**src/rtl/flagged_alu_pkg.sv**
```systemverilog
// Shared operation codes and the strobe bundle for the flagged ALU.
package flagged_alu_pkg;

    typedef enum logic [3:0] {
        OP_ADD = 4'd0,
        OP_SUB = 4'd1,
        OP_AND = 4'd2,
        OP_OR  = 4'd3,
        OP_XOR = 4'd4,
        OP_ASL = 4'd5,
        OP_LSR = 4'd6,
        OP_ROL = 4'd7,
        OP_ROR = 4'd8
    } alu_op_e;

    // Per-operation strobes plus the select for the bit-test overflow source.
    typedef struct packed {
        logic wen;
        logic v_en;
        logic c_en;
        logic n_en;
        logic z_en;
        logic v_bit;
    } flag_ctl_t;

endpackage

```
**src/rtl/falu_adder.sv**
```systemverilog
// Adder/subtractor. Subtract is A + ~B + 1, so carry-out means "no borrow".
// Assumes W >= 2. Fully combinational.
module falu_adder #(
    parameter int W = 32
) (
    input  logic [W-1:0] a,
    input  logic [W-1:0] b,
    input  logic         sub,
    output logic [W-1:0] sum,
    output logic         cout,
    output logic         ovf
);
    logic [W-1:0] b_eff;
    logic [W:0]   wide;

    // Form the second operand and the full-width sum with carry.
    always_comb begin
        b_eff = sub ? ~b : b;
        wide  = {1'b0, a} + {1'b0, b_eff} + {{W{1'b0}}, sub};
        sum   = wide[W-1:0];
        cout  = wide[W];
        ovf   = (a[W-1] == b_eff[W-1]) && (sum[W-1] != a[W-1]);
    end
endmodule

```
**src/rtl/falu_logic.sv**
```systemverilog
// Bitwise unit: sel 0 = and, 1 = or, 2 = exclusive-or, 3 = zero.
// One slice per bit. Fully combinational.
module falu_logic #(
    parameter int W = 32
) (
    input  logic [W-1:0] a,
    input  logic [W-1:0] b,
    input  logic [1:0]   sel,
    output logic [W-1:0] y
);
    for (genvar i = 0; i < W; i++) begin : g_bit
        // Pick the function for this bit position.
        always_comb begin
            unique case (sel)
                2'd0:    y[i] = a[i] & b[i];
                2'd1:    y[i] = a[i] | b[i];
                2'd2:    y[i] = a[i] ^ b[i];
                default: y[i] = 1'b0;
            endcase
        end
    end
endmodule

```
**src/rtl/falu_shifter.sv**
```systemverilog
// One-bit shifter. A rotate feeds the old carry into the vacated end,
// a shift feeds zero. cout is the bit that leaves the word. Combinational.
module falu_shifter #(
    parameter int W = 32
) (
    input  logic [W-1:0] a,
    input  logic         cin,
    input  logic         left,
    input  logic         rotate,
    output logic [W-1:0] y,
    output logic         cout
);
    logic fill;

    // Choose the fill bit and move the word one place.
    always_comb begin
        fill = rotate & cin;
        if (left) begin
            y    = {a[W-2:0], fill};
            cout = a[W-1];
        end else begin
            y    = {fill, a[W-1:1]};
            cout = a[0];
        end
    end
endmodule

```
**src/rtl/falu_flag_policy.sv**
```systemverilog
// Decides which strobes an operation raises. A target of register 0 blocks
// the write and turns subtract into compare and and into bit test.
module falu_flag_policy (
    input  logic                         valid,
    input  logic [3:0]                   op,
    input  logic                         tgt_zero,
    output flagged_alu_pkg::flag_ctl_t   ctl
);
    import flagged_alu_pkg::*;

    // Strobe table per operation, all gated by valid.
    always_comb begin
        ctl = '0;
        if (valid) begin
            case (op)
                OP_ADD: begin
                    ctl.wen = !tgt_zero;
                    ctl.v_en = 1'b1; ctl.c_en = 1'b1;
                    ctl.n_en = 1'b1; ctl.z_en = 1'b1;
                end
                OP_SUB: begin
                    ctl.wen  = !tgt_zero;
                    ctl.v_en = !tgt_zero;
                    ctl.c_en = 1'b1; ctl.n_en = 1'b1; ctl.z_en = 1'b1;
                end
                OP_AND: begin
                    ctl.wen   = !tgt_zero;
                    ctl.v_en  = tgt_zero;
                    ctl.v_bit = tgt_zero;
                    ctl.n_en  = 1'b1; ctl.z_en = 1'b1;
                end
                OP_OR, OP_XOR: begin
                    ctl.wen  = !tgt_zero;
                    ctl.n_en = 1'b1; ctl.z_en = 1'b1;
                end
                OP_ASL, OP_LSR, OP_ROL, OP_ROR: begin
                    ctl.wen  = !tgt_zero;
                    ctl.c_en = 1'b1; ctl.n_en = 1'b1; ctl.z_en = 1'b1;
                end
                default: ctl = '0;
            endcase
        end
    end
endmodule

```
**src/rtl/flagged_alu.sv**
```systemverilog
// Top of the flagged ALU. Combines the arithmetic, logic and shift units,
// applies the flag policy and registers everything once.
// Assumes W >= 2; the bit-test overflow source is bit W-2.
module flagged_alu #(
    parameter int W    = 32,
    parameter int IDXW = 4
) (
    input  logic            clk,
    input  logic            rst_n,
    input  logic            in_valid,
    input  logic [3:0]      op,
    input  logic [IDXW-1:0] tgt,
    input  logic [W-1:0]    opa,
    input  logic [W-1:0]    opb,
    input  logic            carry_in,
    output logic [W-1:0]    res_q,
    output logic            wen_q,
    output logic            v_q,
    output logic            c_q,
    output logic            n_q,
    output logic            z_q,
    output logic            v_en_q,
    output logic            c_en_q,
    output logic            n_en_q,
    output logic            z_en_q
);
    import flagged_alu_pkg::*;

    logic [W-1:0] add_y, log_y, sh_y, res_d;
    logic         add_c, add_v, sh_c;
    logic [1:0]   log_sel;
    logic         is_shift, sh_left, sh_rot;
    logic         v_d, c_d;
    flag_ctl_t    ctl;

    // Decode unit selects from the operation code.
    always_comb begin
        is_shift = (op == OP_ASL) || (op == OP_LSR) || (op == OP_ROL) || (op == OP_ROR);
        sh_left  = (op == OP_ASL) || (op == OP_ROL);
        sh_rot   = (op == OP_ROL) || (op == OP_ROR);
        case (op)
            OP_AND:  log_sel = 2'd0;
            OP_OR:   log_sel = 2'd1;
            OP_XOR:  log_sel = 2'd2;
            default: log_sel = 2'd3;
        endcase
    end

    falu_adder #(.W(W)) u_add (
        .a(opa), .b(opb), .sub(op == OP_SUB),
        .sum(add_y), .cout(add_c), .ovf(add_v)
    );

    falu_logic #(.W(W)) u_log (
        .a(opa), .b(opb), .sel(log_sel), .y(log_y)
    );

    falu_shifter #(.W(W)) u_sh (
        .a(opa), .cin(carry_in), .left(sh_left), .rotate(sh_rot),
        .y(sh_y), .cout(sh_c)
    );

    falu_flag_policy u_pol (
        .valid(in_valid), .op(op), .tgt_zero(tgt == '0), .ctl(ctl)
    );

    // Pick the result and the raw overflow and carry values.
    always_comb begin
        if (op == OP_ADD || op == OP_SUB)           res_d = add_y;
        else if (is_shift)                          res_d = sh_y;
        else if (log_sel != 2'd3)                   res_d = log_y;
        else                                        res_d = '0;
        v_d = ctl.v_bit ? res_d[W-2] : add_v;
        c_d = is_shift ? sh_c : add_c;
    end

    // Output register stage; data holds while idle, strobes clear.
    always_ff @(posedge clk) begin
        if (!rst_n) begin
            res_q  <= '0;
            wen_q  <= 1'b0;
            v_q    <= 1'b0; c_q    <= 1'b0; n_q    <= 1'b0; z_q    <= 1'b0;
            v_en_q <= 1'b0; c_en_q <= 1'b0; n_en_q <= 1'b0; z_en_q <= 1'b0;
        end else begin
            wen_q  <= ctl.wen;
            v_en_q <= ctl.v_en;
            c_en_q <= ctl.c_en;
            n_en_q <= ctl.n_en;
            z_en_q <= ctl.z_en;
            if (in_valid) begin
                res_q <= res_d;
                v_q   <= v_d;
                c_q   <= c_d;
                n_q   <= res_d[W-1];
                z_q   <= (res_d == '0);
            end
        end
    end
endmodule

```
**config.mk**
```make
export PLATFORM = sky130hd
export DESIGN_NAME = flagged_alu
export DESIGN_NICKNAME = d
export VERILOG_FILES = /design/src/rtl/flagged_alu_pkg.sv /design/src/rtl/falu_adder.sv /design/src/rtl/falu_logic.sv /design/src/rtl/falu_shifter.sv /design/src/rtl/falu_flag_policy.sv /design/src/rtl/flagged_alu.sv
export SDC_FILE = /design/constraint.sdc
export NUM_CORES = 1
export LEC_CHECK = 0
export ABC_AREA = 1
export BUFFER_PORTS_ARGS = -buffer_cell sky130_fd_sc_hd__buf_2
export CAP_MARGIN = 20
export CORE_ASPECT_RATIO = 2
export CORE_UTILIZATION = 59
export DETAILED_ROUTE_END_ITERATION = 10
export PLACE_DENSITY = 0.89
export SYNTH_ARGS = -nofsm -noshare
export SYNTH_HDL_FRONTEND = slang
export SYNTH_SLANG_ARGS = --single-unit
```
**constraint.sdc**
```tcl
create_clock -name clk -period 3.7 [get_ports clk]
set_input_delay 0 -clock clk [delete_from_list [all_inputs] [get_ports clk]]
set_output_delay 0 -clock clk [all_outputs]
set_load 0.01 [all_outputs]
```
**After elaboration in Yosys (flattened, before gate mapping)**

Cells that the tools add are included.
Widths: inputs -> output; s select.

- Register bits: 41
- Latch bits: 0
- Bits in writable memories: 0
- Memory bits (read-only): 0
- Input bits: 76
- Output and inout bits: 41
- Word-level logic and storage cells: 185
- Memories kept: 0

- Add/subtract/negate cells: 2
- Multiply operators: 0
- Div/mod/pow operators: 0
- $lt $le $gt $ge: 0
- Eq/ne operators: 13
- Shift-type cells: 0
- Muxes and demuxes: 46
- Bitwise gates (word level): 98
- Reductions and logical operators: 16

Operators with widths:

| cell | number |
|---|---|
| $mux 32 | 5 |
| $pmux 1 s3 | 33 |
| $add 32x32->33 | 1 |
| $add 33x1->33 | 1 |
| $and 1x1->1 | 33 |
| $logic_not 32->1 | 1 |
| $not 32->32 | 1 |
| $or 1x1->1 | 32 |
| $xor 1x1->1 | 32 |
| $eq 4x3->1 const B | 4 |
| $reduce_or 9->1 | 1 |
| $eq 4x2->1 const B | 2 |
| $logic_not 4->1 | 2 |
| $logic_or 1x1->1 | 6 |
| $mux 1 | 6 |
| $pmux 2 s3 | 1 |
| $reduce_or 6->1 | 1 |
| $eq 4x1->1 const B | 1 |
| $eq 4x4->1 const B | 1 |
| $reduce_and 3->1 | 1 |
| $eq 2x1->1 const B | 1 |
| $eq 2x2->1 const B | 1 |
| $logic_not 2->1 | 1 |
| $mux 2 | 1 |
| 6 further kinds | 6 |

**Longest topological paths before layout**

- Depth in word-level cells: 8
- Gate-level depth with buffers: 25
- Depth with buffers taken out: 24

**By module**

Synthesis repeated with hierarchy kept, for this count alone.

- Cell total of the unflattened synthesis: 1217
- Area, all modules: 7290.7 um^2

By module, submodules not included:

| module | instances | cells each | area an instance (um^2) | sequential area each (um^2) |
|---|---|---|---|---|
| falu_adder | 1 | 419 | 2346.0 | 0.0 |
| flagged_alu | 1 | 392 | 2303.5 | 800.8 |
| falu_logic | 1 | 276 | 2030.7 | 0.0 |
| falu_shifter | 1 | 107 | 514.2 | 0.0 |
| falu_flag_policy | 1 | 23 | 96.3 | 0.0 |

**Worst setup path before layout**

Ideal clock, no wire load.

- Kind: input -> register
- From: input op[3]
- To: register z_q
- Setup time: 0.067 ns
- Arrival time: 2.502 ns
- Data required time: 3.633 ns
- Path slack: 1.130 ns
- Stages on the path: 21
- Path buffers: 1
- Path through: nor2_2 > nand2_1 > buf_1 > xor2_1 > ha_1 > nand2_1 > inv_1 > nand2_1 > nor3_1 > nand2_1 > nand3_1 > nand2_1 > nand2_1 > nand2_1 > nand3_1 > nand2_1 > a21boi_1 > nand2_1 > nor2_1 > nand2_1 > a21oi_2

- Cells in the longest elaborated chain, start to end: 8
- Elaborated cells on any way between the ends: 61
- Those cells by class: add/sub: 2; eq/ne: 11; mux: 38; bitwise: 1; reduce/logical: 9

Ends and longest elaborated chain:

| element | RTL line | RTL |
|---|---|---|
| from (decl) | flagged_alu.sv:11 | `input logic [3:0] op,` |
| parallel branches: the longest is 6 deep, another holds $add 32x32->33 | n/a |  |
| $mux 32 * | flagged_alu.sv:69 | `if (op == OP_ADD \|\| op == OP_SUB) res_d = add_y;` |
| $logic_not 32->1 * | flagged_alu.sv:95 | `z_q <= (res_d == '0);` |
| to (signal assigned) | flagged_alu.sv:95 |  |
| to (decl) | flagged_alu.sv:21 | `output logic z_q,` |

Every way passes the cells marked *.
A chain may end at the register's enable or synchronous reset.

**Worst setup path in the final report**

- From: input op[0]
- To: register z_q

Same word-level chain as after synthesis.

==> metrics.txt <==
Fin Clk Skew=0 ns; commonest non-fill, non-tap cell in the layout=nand2_1; Worst Setup End Kind=flip-flop; ys async rst share=0%; Warnings, synthesis=0; Antenna diodes=0; Final period util=93.6%; startpoint types=primary input; switching power=0.000834 W; Layout Nets=approximately 1400; synth-to-layout area growth=12.9%; sequential area share after synthesis=11.7%; Synth Area per Inst=5.89 µm²; Final Setup Violations=0; CTS tree=done; reg2reg end=res_q[19]; Slew HR=around 39%; Final Hold Vio Count=0; All-Layer GR Usage=38.8%; commonest cells after routing, fill and taps aside=334 x nand2_1, 185 x inv_1, 116 x buf_2, 97 x ha_1, 92 x nor2_1; drt total wl=23100 µm; number of antenna-violating nets in the routed design=0; DR pass1 iterations=7; vias in the first global route=~7500; first-pass GRT wire length=approximately 36000 µm; status=finished clean; Worst-Skew Late Latency=0.28 ns; cts bufs inserted=5; Crit Path Max Fanout=31; Worst Path Required=3.91 ns; Syn Nets=roughly 1300; vias per inst=~6; hold depth=4; Max clock buf depth=2; clock root cell=clkbuf_16; Overflow after GRT=0; Tmin final=3.46 ns; Initial Utilization=about three fifths; Clk pwr share=25.6%; cell count after synthesis=about 1100; setup ws final=approximately 0.24 ns; TNS Setup=0 ns; share of cells above drive strength 1=13.7%; Post-DP HPWL=18400 µm; Die Ht=152 µm; die area=11700 µm²; Hold Path Sink=n_en_q; Mapped Area=6660 µm²; post-CTS setup buffer count=0; DRC=0; Hold Path Class=primary input to flip-flop; Slew Viols, Final=0; synthesis-stage register bit count=39; antenna violations before repair=0; worst r2r src=res_q[19]; Layout fillers=1068; R2R depth=4; pre-CTS WS=approximately 0.43 ns; P_int=0.00111 W; HP Start=op[2]; Netlist cell types=41; num rows=54; PortBufs=116; Logic pwr share=50.5%; clock slew at reported path FFs=around 0.060 ns; DIE WIDTH=slightly below 80 µm; max-cap viol count=0; DR vias=approximately 8000; number of enable flip-flop cells after synthesis=0; Sw Share=42.8%; pin count of the biggest net entering global routing=35; Ports=117; ys flop type=dfxtp_1; clk sink count=39; power per cell area=259 nW/µm²; sequential share of power=23.9%; drt wl/cell=about 17 µm; flop-to-flop setup slack=2.91 ns; H-tree depth=2; DR iter-0 viols=slightly above 800; Max VDD drop=0.292 mV; Worst-Margin Slew=0.914 ns; gpl congestion=0.975; type of the worst setup path=primary input to flip-flop; leak pwr=4.36 nW; Fmax achieved=289 MHz; Critical Path AT=3.67 ns; RSZ-0062 raised after global routing=no; core area=10900 µm²
[power by group through the flow]
stage / registers (W) / logic [W] / clock network (W)
after global placement: 0.000472 / 0.000931 / 0
after detailed placement: 0.000473 / 0.000940 / 0
after CTS: 0.000465 / 0.000950 / 0.000496
after global routing: 0.000468 / 0.00108 / 0.000509
after floorplan: 0.000487 / 0.000620 / 0
final: 0.000466 / 0.000983 / 0.000499
[worst max-delay path, cell delays in order]
cell and delay (ns):
dlygate4sd3_1 0.53, buf_2 0.17, inv_2 0.09, nor2_4 0.10
nand2_1 0.09, buf_12 0.20, xor2_1 0.18, ha_1 0.39
a21oi_1 0.25, o21ai_0 0.18, a21oi_1 0.28, nor2_1 0.08
nor3_1 0.26, nand2_1 0.10, nand2_1 0.07, nand2_1 0.07
a21boi_1 0.21, nand2_1 0.13, nor2_1 0.10, nand2_1 0.07
a21oi_2 0.10
[routing by layer]
layer | vias up | wire (µm) | global-route usage (%) | part of all wire (%)
li1 | 3819 | - | - | -
met1 | 3610 | 8630 | 44.5 | 37
met2 | 439 | 11400 | 68.6 | 49
met3 | 106 | 1560 | 2.04 | 6.8
met4 | 0 | 1510 | 24.9 | 6.6
met5 | - | 0 | 0 | 0
[state kept, by name (all words and copies together) (netlist names)]
signal / count
res_q: 32
c_en_q: 1
c_q: 1
n_en_q: 1
v_en_q: 1
v_q: 1
wen_q: 1
z_q: 1
[kinds of logic (layout without fill, tap and decap cells)]
| family | Yosys count | in the layout | synth area share, % |
|---|---|---|---|
| simple gates | 546 | 546 | 34.1 |
| flops | 39 | 39 | 11.7 |
| buf+inv | 224 | 323 | 13.7 |
| fa+ha+maj | 98 | 98 | 18.5 |
| xor+xnor | 34 | 34 | 4.47 |
| compound gates | 188 | 188 | 17.4 |
[layout make-up]
class                      count  area, µm²  share of cell area, %
clock buffer                   6        139                   1.85
clock inverter                 2       35.0                  0.466
inverter                     188        706                   9.39
multi-input combinational    866       4980                   66.3
sequential                    39        781                   10.4
tap                          140        175                   2.33
timing repair buffer         127        698                   9.29
[stage by stage]
| stage | cells | hold WS [ns] | utilization (%) | power (W) | area [µm²] |
|---|---|---|---|---|---|
| after floorplan | 1129 | 0.0903 | - | 0.00111 | 6660 |
| after global placement | 1358 | 0.277 | 66.6 | 0.00140 | 7280 |
| after detailed placement | 1358 | 0.280 | 66.6 | 0.00141 | 7280 |
| after CTS | 1367 | 0.100 | 68.2 | 0.00191 | 7470 |
| after global routing | 1368 | 0.147 | 68.6 | 0.00206 | 7510 |
| final | 1368 | 0.105 | 68.6 | 0.00195 | 7510 |
[worst max path at each step]
stage	start	endpoint	slack [ns]	depth (start not counted)
global placement	op[3]	z_q	0.46	20
finish	op[0]	z_q	0.24	21
global route	op[0]	z_q	0.009	24
detailed placement	op[3]	z_q	0.43	21
floorplan	op[3]	z_q	1.13	21
CTS	op[0]	v_q	0.27	22
[cells in the mapped netlist (2+ instances only)]
cell / number / area share, %
a21oi_1: 54 / 4.1
a21oi_2: 2 / 0.26
a221oi_1: 10 / 1.3
a221oi_2: 3 / 0.68
a31oi_1: 2 / 0.19
and2_1: 5 / 0.47
buf_1: 5 / 0.28
buf_2: 11 / 0.83
buf_4: 4 / 0.45
buf_6: 6 / 1.0
clkbuf_1: 10 / 0.56
dfxtp_1: 39 / 12
ha_1: 97 / 18
inv_1: 185 / 10
inv_2: 3 / 0.17
nand2_1: 334 / 19
nand2_2: 7 / 0.66
nand3_1: 67 / 5.0
nand3_2: 3 / 0.45
nand4_1: 12 / 1.1
nor2_1: 93 / 5.2
nor2_2: 6 / 0.56
nor2_4: 2 / 0.34
nor3_1: 12 / 0.90
o2111ai_1: 7 / 0.92
o211ai_1: 32 / 3.6
o21a_1: 2 / 0.23
o21ai_0: 56 / 4.2
o21ai_1: 11 / 0.83
o21bai_1: 4 / 0.45
or2_2: 2 / 0.19
xor2_1: 34 / 4.5
[timing repair]
action                                  CTS  global route
hold endpoints to repair                  1             0
endpoints found under the setup margin    0             1
resized for setup                         0             4
hold buffers                              1             0
No activity file was read; power rests on OpenSTA's default activity.
